`src/rtl/rah_pkg.sv`:
```
package rah_pkg;
   typedef enum logic [2:0] {
      CLS_INT = 3'd0,
      CLS_FP  = 3'd1,
      CLS_BR  = 3'd2,
      CLS_MEM = 3'd3,
      CLS_VEC = 3'd4
   } iclass_e;
endpackage

```
`src/rtl/rah_window.sv`:
```
module rah_window #(
   parameter int RW = 5
) (
   input  logic          clk,
   input  logic          rst_n,
   input  logic          miss_start,
   input  logic          miss_return,
   input  logic [RW-1:0] miss_dst,
   output logic          pending,
   output logic [RW-1:0] pend_dst
);
   always_ff @(posedge clk) begin
      if (!rst_n) begin
         pending  <= 1'b0;
         pend_dst <= '0;
      end else if (pending) begin
         if (miss_return) pending <= 1'b0;
      end else if (miss_start && !miss_return) begin
         pending  <= 1'b1;
         pend_dst <= miss_dst;
      end
   end


   hold_dst_chk: assert property (@(posedge clk) disable iff (!rst_n)
      pending && !miss_return |=> pending && $stable(pend_dst));


   no_open_chk: assert property (@(posedge clk) disable iff (!rst_n)
      !pending && miss_start && miss_return |=> !pending);
endmodule

```
`src/rtl/rah_counter.sv`:
```
module rah_counter #(
   parameter int LIMIT = 8,
   parameter int W     = 4,
   parameter int LOAD  = 0
) (
   input  logic         clk,
   input  logic         rst_n,
   input  logic         clr,
   input  logic         load,
   input  logic         inc,
   output logic [W-1:0] cnt
);
   localparam logic [W-1:0] LOAD_V = W'(LOAD);
   localparam logic [W-1:0] LIM_V  = W'(LIMIT);

   always_ff @(posedge clk) begin
      if (!rst_n)    cnt <= '0;
      else if (clr)  cnt <= '0;
      else if (load) cnt <= LOAD_V;
      else if (inc)  cnt <= cnt + 1'b1;
   end


   no_overflow_chk: assert property (@(posedge clk) disable iff (!rst_n)
      inc && !clr && !load |-> cnt < LIM_V);
endmodule

```
`src/rtl/rah_hazard.sv`:
```
module rah_hazard #(
   parameter int RW       = 5,
   parameter int W        = 4,
   parameter int NUM_SRC  = 2,
   parameter int MAX_INFL = 8,
   parameter int MAX_FP   = 4,
   parameter int MAX_BR   = 3
) (
   input  logic                  pending,
   input  logic                  miss_return,
   input  logic [RW-1:0]         pend_dst,
   input  logic                  iss_valid,
   input  rah_pkg::iclass_e      iss_cls,
   input  logic [NUM_SRC*RW-1:0] iss_src,
   input  logic [NUM_SRC-1:0]    iss_src_vld,
   input  logic [W-1:0]          cnt_total,
   input  logic [W-1:0]          cnt_fp,
   input  logic [W-1:0]          cnt_br,
   output logic                  stall
);
   localparam logic [W-1:0] INFL_V = W'(MAX_INFL);
   localparam logic [W-1:0] FP_V   = W'(MAX_FP);
   localparam logic [W-1:0] BR_V   = W'(MAX_BR);

   logic [NUM_SRC-1:0] src_hit;
   for (genvar i = 0; i < NUM_SRC; i++) begin : g_src
      assign src_hit[i] = iss_src_vld[i] && (iss_src[i*RW +: RW] == pend_dst);
   end

   logic limit_hit, cls_block;
   always_comb begin
      limit_hit = (cnt_total >= INFL_V) || (cnt_fp >= FP_V);
      cls_block = iss_valid && ((|src_hit) ||
                                (iss_cls == rah_pkg::CLS_MEM) ||
                                (iss_cls == rah_pkg::CLS_VEC) ||
                                ((iss_cls == rah_pkg::CLS_BR) && (cnt_br >= BR_V)));
      stall = pending && !miss_return && (limit_hit || cls_block);
   end
endmodule

```
`src/rtl/runahead_stall_ctrl.sv`:
```
module runahead_stall_ctrl #(
   parameter int NREGS    = 32,
   parameter int NUM_SRC  = 2,
   parameter int MAX_INFL = 8,
   parameter int MAX_FP   = 4,
   parameter int MAX_BR   = 3,
   localparam int RW      = $clog2(NREGS),
   localparam int CW      = $clog2(MAX_INFL + 1)
) (
   input  logic                  clk,
   input  logic                  rst_n,
   input  logic                  iss_valid,
   input  logic [2:0]            iss_class,
   input  logic [NUM_SRC*RW-1:0] iss_src,
   input  logic [NUM_SRC-1:0]    iss_src_vld,
   input  logic                  miss_start,
   input  logic [RW-1:0]         miss_dst,
   input  logic                  miss_return,
   output logic                  stall,
   output logic [CW-1:0]         cnt_total,
   output logic [CW-1:0]         cnt_fp,
   output logic [CW-1:0]         cnt_br
);
   if (NREGS < 2 || NUM_SRC < 1 || MAX_INFL < 2 ||
       MAX_FP < 1 || MAX_FP >= MAX_INFL || MAX_BR < 1 || MAX_BR >= MAX_INFL) begin : g_bad_cfg
      $error("runahead_stall_ctrl: illegal parameter set");
   end

   rah_pkg::iclass_e cls;
   assign cls = rah_pkg::iclass_e'(iss_class);

   logic          pending;
   logic [RW-1:0] pend_dst;

   rah_window #(.RW(RW)) u_win (
      .clk(clk), .rst_n(rst_n), .miss_start(miss_start), .miss_return(miss_return),
      .miss_dst(miss_dst), .pending(pending), .pend_dst(pend_dst)
   );

   logic issued, win_clr, win_load, under;
   assign issued   = iss_valid && !stall;
   assign under    = pending && !miss_return && issued;
   assign win_clr  = pending && miss_return;
   assign win_load = !pending && miss_start && !miss_return;

   logic [2:0]    inc_v;
   logic [CW-1:0] cnt_q [3];
   assign inc_v[0] = under;
   assign inc_v[1] = under && (cls == rah_pkg::CLS_FP);
   assign inc_v[2] = under && (cls == rah_pkg::CLS_BR);

   for (genvar g = 0; g < 3; g++) begin : g_cnt
      localparam int LIM = (g == 0) ? MAX_INFL : (g == 1) ? MAX_FP : MAX_BR;
      localparam int LDV = (g == 0) ? 1 : 0;
      rah_counter #(.LIMIT(LIM), .W(CW), .LOAD(LDV)) u_cnt (
         .clk(clk), .rst_n(rst_n), .clr(win_clr), .load(win_load),
         .inc(inc_v[g]), .cnt(cnt_q[g])
      );
   end

   assign cnt_total = cnt_q[0];
   assign cnt_fp    = cnt_q[1];
   assign cnt_br    = cnt_q[2];

   rah_hazard #(.RW(RW), .W(CW), .NUM_SRC(NUM_SRC), .MAX_INFL(MAX_INFL),
                .MAX_FP(MAX_FP), .MAX_BR(MAX_BR)) u_haz (
      .pending(pending), .miss_return(miss_return), .pend_dst(pend_dst),
      .iss_valid(iss_valid), .iss_cls(cls), .iss_src(iss_src),
      .iss_src_vld(iss_src_vld), .cnt_total(cnt_total), .cnt_fp(cnt_fp),
      .cnt_br(cnt_br), .stall(stall)
   );


   stall_needs_miss_chk: assert property (@(posedge clk) disable iff (!rst_n)
      stall |-> pending);


   release_chk: assert property (@(posedge clk) disable iff (!rst_n)
      pending && miss_return |-> !stall);


   clear_chk: assert property (@(posedge clk) disable iff (!rst_n)
      pending && miss_return |=> cnt_total == '0 && cnt_fp == '0 && cnt_br == '0);


   start_count_chk: assert property (@(posedge clk) disable iff (!rst_n)
      !pending && miss_start && !miss_return |=> cnt_total == CW'(1));
endmodule

```
`config.mk`:
```
export PLATFORM = sky130hd
export DESIGN_NAME = runahead_stall_ctrl
export DESIGN_NICKNAME = d
export VERILOG_FILES = /design/src/rtl/rah_pkg.sv /design/src/rtl/rah_window.sv /design/src/rtl/rah_counter.sv /design/src/rtl/rah_hazard.sv /design/src/rtl/runahead_stall_ctrl.sv
export SDC_FILE = /design/constraint.sdc
export NUM_CORES = 1
export LEC_CHECK = 0
export BUFFER_PORTS_ARGS = -buffer_cell sky130_fd_sc_hd__buf_2
export CAP_MARGIN = 20
export CORE_MARGIN = 2
export CORE_UTILIZATION = 47
export CTS_CLUSTER_DIAMETER = 50
export DETAILED_ROUTE_END_ITERATION = 7
export PLACE_DENSITY_LB_ADDON = 0.15
export SKIP_CTS_REPAIR_TIMING = 1
export SYNTH_ARGS = -nofsm -noshare
export SYNTH_HDL_FRONTEND = slang
export SYNTH_SLANG_ARGS = --single-unit
```
`constraint.sdc`:
```
create_clock -name clk -period 2.8 [get_ports clk]
set_clock_uncertainty 0.1 [all_clocks]
set_input_delay 0.14 -clock clk [delete_from_list [all_inputs] [get_ports clk]]
set_output_delay 0.14 -clock clk [all_outputs]
set_load 0.005 [all_outputs]
```
Word-level counts from Yosys, hierarchy flattened:

Cells that the tools add are included.

* register bits after elaboration: 18

* $add $sub $neg: 3
* $lt $le $gt $ge: 3
* eq/ne operators: 6
* mux-type cells: 5
* bitwise gates (word level): 2
* reduce and logical (&&, ||, !) cells: 27

Operators with widths (count)
* 1-bit logical AND: 14
* 4-bit by 1-bit adder with 4-bit output (second input constant): 3
* 5-bit == test: 2
* 3-bit by 2-bit == test with 1-bit output (second input constant): 2
* 1-bit logical OR: 5
* 1-bit two-way mux: 5
* 4-bit by 2-bit >= comparator with 1-bit output (second input constant): 1
* 4-bit by 3-bit >= comparator with 1-bit output (second input constant): 1
* 4-bit >= comparator (second input constant): 1
* 2-bit OR reduction: 2
* 3-bit by 1-bit == test with 1-bit output (second input constant): 1
* 3-bit == test (second input constant): 1
* 1-bit logical NOT: 3
* 3-bit OR reduction: 1
* 1-bit NOT: 2
* 2-bit AND reduction: 1
* 2-bit nonzero test: 1

Logic depth before layout (Yosys ltp):

Gate-level depths: netlist (run 1).

* word-level depth: 14
* gate-level depth with buffers: 7
* mapped depth without buffers: 6

By module:

Synthesis (run 1) repeated with hierarchy kept, for this count alone.

* cells, all modules: 106
* area total of the unflattened synthesis: 1054.8 µm²

Modules (own cells, without submodules)
* rah_counter (g_cnt[1].u_cnt ...): instances 2, cells an instance 17, area each 186.4 µm²
* rah_window: instances 1, cells an instance 25, area each 242.7 µm²
* rah_counter (g_cnt[0].u_cnt): instances 1, cells an instance 18, area each 196.4 µm²
* rah_hazard: instances 1, cells an instance 23, area each 178.9 µm²
* runahead_stall_ctrl: instances 1, cells an instance 6, area each 63.8 µm²

Worst setup path before layout (run 1):

No wires, ideal clock.

* path kind: flip-flop to flip-flop
* start: register g_cnt[2].u_cnt.cnt[0]
* end: register g_cnt[1].u_cnt.cnt[1]
* setup time: 0.118 ns
* arrival: 1.809 ns
* path slack: 0.772 ns
* cell stages (with the launch flop): 8
* path buffers: 1
* clock period less this slack: 2.028 ns
* cell sequence: dfxtp_1 -> ha_1 -> or4_1 -> a22oi_1 -> o21ai_1 -> buf_6 -> or3_4 -> mux2i_1

* longest elaborated chain between the ends: 10

Ends and longest elaborated chain
* start: declaration: line rah_counter.sv:11 `output logic [W-1:0] cnt`
* start signal: assignment: line rah_counter.sv:20 `else if (inc) cnt <= cnt + 1'b1;`
* 4-bit by 2-bit >= comparator with 1-bit output: line rah_hazard.sv:36 `((iss_cls == rah_pkg::CLS_BR) && (cnt_br >= BR_V)));`
* 1-bit logical AND: line rah_hazard.sv:36
* 1-bit logical OR: line rah_hazard.sv:35 `(iss_cls == rah_pkg::CLS_VEC) ||`
* 1-bit logical AND: line rah_hazard.sv:33 `cls_block = iss_valid && ((|src_hit) ||`
* 1-bit logical OR: line rah_hazard.sv:37 `stall = pending && !miss_return && (limit_hit || cls_block);`
* 1-bit logical AND: line rah_hazard.sv:37
* 1-bit logical NOT: line runahead_stall_ctrl.sv:41 `assign issued = iss_valid && !stall;`
* 1-bit logical AND: line runahead_stall_ctrl.sv:41
* 1-bit logical AND: line runahead_stall_ctrl.sv:42 `assign under = pending && !miss_return && issued;`
* 1-bit logical AND: line runahead_stall_ctrl.sv:49 `assign inc_v[1] = under && (cls == rah_pkg::CLS_FP);`
* end signal: assignment: line rah_counter.sv:20
* end: declaration: line rah_counter.sv:11

Every way passes these cells.
A chain may end at the register's enable or synchronous reset.

Worst setup path after layout (run 1):

* start: register g_cnt[2].u_cnt.cnt[0]
* end: output port stall

* longest elaborated chain between the ends: 6

Ends and longest elaborated chain
* 4-bit by 2-bit >= comparator with 1-bit output: line rah_hazard.sv:36
* 1-bit logical AND: line rah_hazard.sv:36
* 1-bit logical OR: line rah_hazard.sv:35
* 1-bit logical AND: line rah_hazard.sv:33
* 1-bit logical OR: line rah_hazard.sv:37
* 1-bit logical AND: line rah_hazard.sv:37
* end: declaration: line runahead_stall_ctrl.sv:19 `output logic stall,`

Every way passes these cells.

==> results of run 1 <==
-- stage by stage --
step	worst slack (ps)	power, mW	instances	area (µm²)
2_1_floorplan	772	0.316	106	960
3_3_place_gp	627	0.340	168	1160
3_5_place_dp	547	0.342	168	1160
4_1_cts	404	0.501	172	1200
5_1_grt	219	0.524	174	1220
6_report	375	0.497	174	1220
-- registers in the layout (all words and copies together) (netlist names) --
signal           count
u_win.pend_dst       5
u_win.pending        1
g_cnt.u_cnt.cnt     12
-- synth_stat cells, drive strengths merged --
library cell / instances
dfxtp: 18
nand2: 14
xnor2: 10
mux2i: 8
nor2b: 7
nor2: 6
o21ai: 5
ha: 4
or3: 4
a21boi: 3
and2: 3
nor3: 3
or4: 3
inv: 2
nand4: 2
nor3b: 2
o31ai: 2
a21bo: 1
a22oi: 1
a31oi: 1
and3: 1
buf: 1
clkbuf: 1
nand3: 1
nand3b: 1
o211ai: 1
o21a: 1
-- metal layers --
metal / vias up / share of wire / track usage
met3: 2 / 0.058 / 0.0429
li1: 450 / - / -
met1: 375 / 0.44 / 0.188
met2: 24 / 0.49 / 0.275
met4: 0 / 0.0074 / 0.0714
met5: - / 0 / 0
-- kinds of logic (layout without fill, tap and decap cells) --
logic type	after synthesis	in the layout	share of synthesized area
adder cells (fa/ha/maj)	4	4	0.0522
buffers and inverters	4	45	0.0235
multiplexers	8	8	0.0834
AO/OA/AOI/OAI	15	15	0.106
XOR/XNOR	10	10	0.0913
AND/OR/NAND/NOR	47	47	0.269
flip-flops	18	18	0.375
-- report_power, final --
part           switching [mW]  total [mW]  internal (mW)
registers             0.00607       0.267          0.261
logic                  0.0323      0.0701         0.0378
clock network          0.0801       0.159         0.0792
-- worst min path at each step --
stage / endpoint / cells past startpoint
after floorplan: u_win.pending$_SDFF_PN0_ / 1
after CTS: u_win.pending$_SDFF_PN0_ / 2
after detailed placement: u_win.pending$_SDFF_PN0_ / 2
after global routing: g_cnt[0].u_cnt.cnt[0]$_SDFFE_PP0P_ / 3
after global placement: u_win.pending$_SDFF_PN0_ / 2
final: g_cnt[0].u_cnt.cnt[0]$_SDFFE_PP0P_ / 3
-- cell type report --
class | instances | area [µm²] | share of cell area
inverter | 2 | 7.51 | 0.00615
multi-input combinational | 84 | 577 | 0.473
sequential | 18 | 360 | 0.295
clock buffer | 4 | 36.3 | 0.0297
tap | 27 | 33.8 | 0.0277
timing repair buffer | 39 | 205 | 0.168
-- worst min-delay path, cell delays in order --
cell     delay, ps
buf_2          110
nand2_1         50
a31oi_1         60
==> results.cfg, run 1 <==
[layout]
drive_above_1_share = 0.306
final_nets = 177
final_common_cell = buf_2
antenna_cells = 0
areaGrowthSynthToFinish_pct = 27.1
fill_cells = 181
mostFrequentLayoutCells = 37 x buf_2, 18 x dfxtp_1, 14 x nand2_1
final_util = 0.628

[timing]
hold_violations = 1
period_needed_ps = 2420
setup_violations = 0
rsz0062_at_grt = no
max-slew-margin-rel = 0.463
hold_ws_ps = -2.05
worst_slew_pin_slew_ps = 803
fin_crit_sh = 0.866
clock.fmax_mhz = 412
setup-tns-final_ps = 0
maxSlewViolCount = 0

[setup_path]
cp_max_fo = 12
cp.required_ps = 2560
cp-endpoint = stall
cp.arrival_ps = 2180
critPathLaunch = g_cnt[2].u_cnt.cnt[0]$_SDFFE_PP0P_
timing.rr.start = g_cnt[2].u_cnt.cnt[0]$_SDFFE_PP0P_
r2r_end = g_cnt[0].u_cnt.cnt[2]$_SDFFE_PP0P_
slowest_stage = or4_1
reg2reg_slack_ps = 500
crit_type = reg2out
worst-path-stages = 7
critPathTopFamily = compound AO/OA/AOI/OAI gates
critPathMaxStageDelay_ps = 400
critPathLaunchType = flop
reg2regPathDepth = 6
endpoint_kind = output port
worstPathBufferInverterCount = 1
path_cells = ha_1 -> or4_1 -> a22oi_1 -> o21ai_1 -> o21ai_0 -> a21boi_0 -> buf_2

[hold_path]
min_from = miss_start
hp-class = in2reg

[route]
final_antenna_net_count = 0
wl_um = 1880
drtIter0Drc = 11
firstDrtPassIters = 4
vias_per_cell = 4.89
wire_per_inst_um = 10.8
vias = 851
remaining_drc_errors = 0

[power_and_ir_drop]
p_leak_nw = 0.530
max-vdd-ir-drop_v = 0.000298
p_per_area_mw_per_mm2 = 407

[grt]
antenna_found_initial = 0
grt_usage = 0.161
grt_pass1_vias = 744
grt_first_pass_wirelength_um = 3020
gr-total-overflow = 0
grt_max_degree = 16

[cts]
cts_htree_levels = 1
clk_latency_ps = 290
clk_pin_slew_ps = 100
cts_tree = done
clk_path_buf_depth = 2
cts_sinks = 18
cts-root-buf = clkbuf_4
numCtsBuffers = 3

[placed_design]
hpwl_um = 1500
io_buffers = 37
gp_congestion = 0.691

[floorplanning]
die_w_um = 49.2
num_io_pins = 38
core_area_mm2 = 0.00194
die_area_mm2 = 0.00242
placementRows = 16
dieHeight_um = 49.2
initial_core_util = 0.494

[logic_synthesis]
synth_fp_nets = 135
synth.distinct_cells = 32
synthTopCellsByArea = dfxtp_1 38%, xnor2_1 9.1%, mux2i_1 8.3%
synth_top_area_share = 0.375
yosysTopAreaCell = dfxtp_1
syn_inst = 106
synth_area_um2 = 960
synth-seq-area-share = 0.375
avgSynthCellArea_um2 = 9.05
synth_warnings = 0
ys_seq_elements = 18

[flow_run]
drv_cap = 0

[status]
outcome = finished with violations
violations = negative hold slack
No activity file was read; power rests on OpenSTA's default activity.
==> run 2: changes to the inputs <==
CORE_UTILIZATION = 32   (was 47)
SYNTH_HIERARCHICAL = 1   (was unset)
==> results.cfg, run 2 <==
[route]
final_antenna_net_count = 0
wl_um = 2360
vias_per_cell = 4.86
drtIter0Drc = 25
remaining_drc_errors = 0
vias = 952
wire_per_inst_um = 12.0
firstDrtPassIters = 2

[timing]
hold_violations = 2
rsz0062_at_grt = no
max-slew-margin-rel = 0.675
setup-tns-final_ps = 0
clock.fmax_mhz = 408
fin_crit_sh = 0.875
worst_slew_pin_slew_ps = 486
hold_ws_ps = -19.6
setup_violations = 0
maxSlewViolCount = 0
timing.final.ws_setup_ps = 351
period_needed_ps = 2450

[logic_synthesis]
synth_area_mm2 = 0.00105
avgSynthCellArea_um2 = 9.95
syn_inst = 106
synth_top_area_share = 0.342
synth_warnings = 6
ys_seq_elements = 18
synth_commonest_cells = 18 x dfxtp_1, 11 x nand2_1, 9 x xor2_1
yosysTopAreaCell = dfxtp_1
yosysMostFrequentCell = dfxtp_1
synthTopCellsByArea = dfxtp_1 34%, mux2i_1 7.6%, xor2_1 7.5%
synth_fp_nets = 134
synth_edf_count = 0
synth-seq-area-share = 0.342
ys_async_sr_fraction = 0
synthFlopType = dfxtp_1
synth.distinct_cells = 30

[setup_path]
cp.arrival_ps = 2530
cp_max_fo = 5
crit_type = reg2reg
path_cells = a211oi_1 -> o221ai_1 -> nor4_1 -> a31oi_1 -> nand4bb_4 -> nor4b_1 -> nand4_1 -> mux2_1
endpoint_kind = flop
critPathLaunchType = flop
critPathMaxStageDelay_ps = 400
worstPathBufferInverterCount = 0
cp.required_ps = 2890
critPathTopFamily = simple AND/OR/NAND/NOR gates
slowest_stage = nor4b_1

[cts]
clk_pin_slew_ps = 110
cts_sinks = 18
numCtsBuffers = 3
cts-root-buf = clkbuf_4
clk_latency_ps = 290
cts_htree_levels = 1
clk_path_buf_depth = 2
cts_tree = done

[layout]
largest-register = g_cnt.u_cnt/cnt
antenna_cells = 0
final_common_cell = buf_2
largest_reg_flops = 12
final_cells = 196
fill_cells = 323
areaGrowthSynthToFinish_pct = 30.7
regArea_um2 = 360
multi_input_area_um2 = 682
drive_above_1_share = 0.336
final_nets = 181
finalInstanceArea_mm2 = 0.00138
reg_top3 = g_cnt.u_cnt/cnt (12), u_win/pend_dst (5), u_win/pending (1)
mostFrequentLayoutCells = 37 x buf_2, 18 x dfxtp_1, 11 x nand2_1

[floorplanning]
dieHeight_um = 61.4
placementRows = 20
die_w_um = 61.4
initial_core_util = 0.340
core_area_mm2 = 0.00310
num_io_pins = 38
die_area_mm2 = 0.00377

[hold_path]
hp-class = in2reg

[power_and_ir_drop]
total_power_mw = 0.507
p_leak_nw = 0.624
max-vdd-ir-drop_v = 0.000152
p_per_area_mw_per_mm2 = 367

[placed_design]
hpwl_um = 1860
dp.cells = 189
gp_congestion = 0.688
place_area_mm2 = 0.00131
place_ws_ps = 371
io_buffers = 37

[status]
outcome = finished with violations
violations = negative hold slack

[grt]
grt_first_pass_wirelength_um = 4010
grt_usage = 0.142
gr-total-overflow = 0
grt_max_degree = 22
grt_pass1_vias = 964
antenna_found_initial = 0

[flow_run]
drv_cap = 0
-- run 2: worst paths after layout --
path	start	endpoint	slack, ps	cells past startpoint
worst min register to register	u_win/pend_dst[3]$_SDFFE_PN0P_	u_win/pend_dst[3]$_SDFFE_PN0P_	400	2
worst max register to register	g_cnt[2].u_cnt/cnt[1]$_SDFFE_PP0P_	g_cnt[1].u_cnt/cnt[3]$_SDFFE_PP0P_	350	8
worst max-delay path	g_cnt[2].u_cnt/cnt[1]$_SDFFE_PP0P_	g_cnt[1].u_cnt/cnt[3]$_SDFFE_PP0P_	350	8
worst min-delay path	miss_dst[2]	u_win/pend_dst[2]$_SDFFE_PN0P_	-20	3
-- run 2: cell type report --
class / instances / area share
inverter: 2 / 0.00544
timing repair buffer: 43 / 0.172
tap: 44 / 0.0399
sequential: 18 / 0.261
clock buffer: 4 / 0.0263
multi-input combinational: 85 / 0.495
-- run 2: metrics by stage --
| stage | hold WS (ps) | utilization |
|---|---|---|
| global placement | 288 | 0.423 |
| detailed placement | 299 | 0.423 |
| floorplan | 116 | - |
| CTS | -27.5 | 0.435 |
| global route | 2.94 | 0.444 |
| finish | -19.6 | 0.444 |
-- run 2: kinds of logic (layout without fill, tap and decap cells) --
group	after synthesis	count (layout)	synth area share
multiplexers	11	11	0.108
AND/OR/NAND/NOR	48	48	0.321
flip-flops	18	18	0.342
AO/OA/AOI/OAI	10	10	0.0736
adder cells (fa/ha/maj)	3	3	0.0356
XOR/XNOR	13	13	0.108
buffers and inverters	3	49	0.0119
-- run 2: tightest hold or removal path, cell delays in order --
cell     delay [ps]
buf_2            90
nand2_1          50
mux2i_1          50
-- run 2: power breakdown --
part           switching [mW]  internal, mW  leakage (nW)
Combinational          0.0344        0.0410         0.457
Clock                  0.0830        0.0791        0.0210
Sequential            0.00751         0.262         0.146
-- run 2: layer usage --
| metal | track usage | up-vias | wire (µm) |
|---|---|---|---|
| met1 | 0.176 | 437 | 1070 |
| met4 | 0.0638 | 0 | 15 |
| met2 | 0.234 | 24 | 1140 |
| met5 | 0 | - | 0 |
| met3 | 0.0315 | 2 | 137 |
| li1 | - | 489 | - |
==> run 3: changes to the inputs <==
clock period = 3.2 ns   (was 2.8 ns; I/O delays follow)
==> results.cfg, run 3 (synthesis gave the netlist of run 2 again) <==
[status]
outcome = complete, no violations

[hold_path]
hp-class = in2reg
min_from = miss_dst[1]
hold_end = u_win/pend_dst[1]$_SDFFE_PN0P_
whs_path_depth = 3

[floorplanning]
die_w_um = 61.4
core_area_mm2 = 0.00310
die_area_mm2 = 0.00377
num_io_pins = 38
placementRows = 20
dieHeight_um = 61.4
initial_core_util = 0.340

[timing]
fin_crit_sh = 0.768
hold_violations = 0
max-slew-margin-rel = 0.700
worst_slew_pin_slew_ps = 449
setup-tns-final_ps = 0
maxSlewViolCount = 0
clock.fmax_mhz = 407
period_needed_ps = 2460
setup_violations = 0
timing.final.ws_setup_ps = 741
rsz0062_at_grt = no

[layout]
finalInstanceArea_mm2 = 0.00138
largest_reg_flops = 12
reg_top3 = g_cnt.u_cnt/cnt (12), u_win/pend_dst (5), u_win/pending (1)
largest-register = g_cnt.u_cnt/cnt
areaGrowthSynthToFinish_pct = 30.7
multi_input_area_um2 = 682
mostFrequentLayoutCells = 37 x buf_2, 18 x dfxtp_1, 11 x nand2_1
regArea_um2 = 360
antenna_cells = 0
final_nets = 181
drive_above_1_share = 0.336
final_common_cell = buf_2
fill_cells = 327

[setup_path]
reg2reg_slack_ps = 740
reg2regPathDepth = 9
crit_type = reg2reg
r2r_end = g_cnt[1].u_cnt/cnt[3]$_SDFFE_PP0P_
endpoint_kind = flop
cp_max_fo = 5
cp.required_ps = 3290
cp.arrival_ps = 2550
timing.rr.start = g_cnt[2].u_cnt/cnt[1]$_SDFFE_PP0P_
critPathLaunchType = flop

[grt]
antenna_found_initial = 0
grt_pass1_vias = 829
grt_usage = 0.132
gr-total-overflow = 0
grt_max_degree = 22
grt_first_pass_wirelength_um = 3660

[cts]
numCtsBuffers = 3
clk_path_buf_depth = 2
cts-root-buf = clkbuf_4
clk_pin_slew_ps = 110
clk_latency_ps = 290
cts_tree = done
cts_sinks = 18
cts_htree_levels = 1

[placed_design]
io_buffers = 37
place_ws_ps = 750
place_area_mm2 = 0.00131
hpwl_um = 1830
gp_congestion = 0.692

[route]
vias_per_cell = 4.78
drtIter0Drc = 27
final_antenna_net_count = 0
wire_per_inst_um = 12.0
firstDrtPassIters = 3
vias = 937
wl_um = 2360
remaining_drc_errors = 0

[power_and_ir_drop]
max-vdd-ir-drop_v = 0.000114
p_per_area_mw_per_mm2 = 321
p_leak_nw = 0.624

[flow_run]
drv_cap = 0
## run 3: power breakdown
group / leakage, nW / internal (mW) / switching (mW)
Clock: 0.0210 / 0.0693 / 0.0719
Sequential: 0.146 / 0.229 / 0.00651
Combinational: 0.457 / 0.0359 / 0.0306
Total: 0.624 / 0.334 / 0.109
## run 3: worst max-delay path, stage by stage (launching register included)
cell	delay, ps
dfxtp_1	360
a211oi_1	260
o221ai_1	140
nor4_1	230
a31oi_1	150
nand4bb_4	250
nor4b_1	270
buf_4	190
nand4_1	90
mux2_1	320
## run 3: worst max-delay path by stage
stage / start / to / slack (ps)
floorplan: g_cnt[2].u_cnt/cnt[1]$_SDFFE_PP0P_ / g_cnt[1].u_cnt/cnt[3]$_SDFFE_PP0P_ / 570
global placement: g_cnt[2].u_cnt/cnt[1]$_SDFFE_PP0P_ / g_cnt[1].u_cnt/cnt[3]$_SDFFE_PP0P_ / 850
detailed placement: g_cnt[2].u_cnt/cnt[1]$_SDFFE_PP0P_ / g_cnt[2].u_cnt/cnt[3]$_SDFFE_PP0P_ / 750
CTS: g_cnt[2].u_cnt/cnt[1]$_SDFFE_PP0P_ / g_cnt[2].u_cnt/cnt[3]$_SDFFE_PP0P_ / 710
global route: g_cnt[2].u_cnt/cnt[0]$_SDFFE_PP0P_ / g_cnt[1].u_cnt/cnt[3]$_SDFFE_PP0P_ / 590
finish: g_cnt[2].u_cnt/cnt[1]$_SDFFE_PP0P_ / g_cnt[1].u_cnt/cnt[3]$_SDFFE_PP0P_ / 740
## run 3: layout make-up
type / instances / area share
Inverter: 2 / 0.00544
Tap cell: 44 / 0.0399
Timing Repair Buffer: 43 / 0.172
Multi-Input combinational cell: 85 / 0.495
Clock buffer: 4 / 0.0263
Sequential cell: 18 / 0.261
## run 3: routing by layer
metal	share of wire	wire length (µm)	vias to the layer above	track usage
met1	0.45	1050	429	0.158
met3	0.051	121	2	0.0315
met2	0.49	1170	24	0.220
li1	-	-	482	-
met4	0.0064	15	0	0.0638
met5	0	0	-	0
## run 3: per-stage QoR
stage | hold slack, ps | std cells | utilization | total power [mW]
4_1_cts | -9.23 | 193 | 0.435 | 0.450
2_1_floorplan | 136 | 106 | - | 0.275
6_report | 10.7 | 196 | 0.444 | 0.443
5_1_grt | 16.7 | 196 | 0.444 | 0.469
3_5_place_dp | 319 | 189 | 0.423 | 0.304
3_3_place_gp | 310 | 189 | 0.423 | 0.303
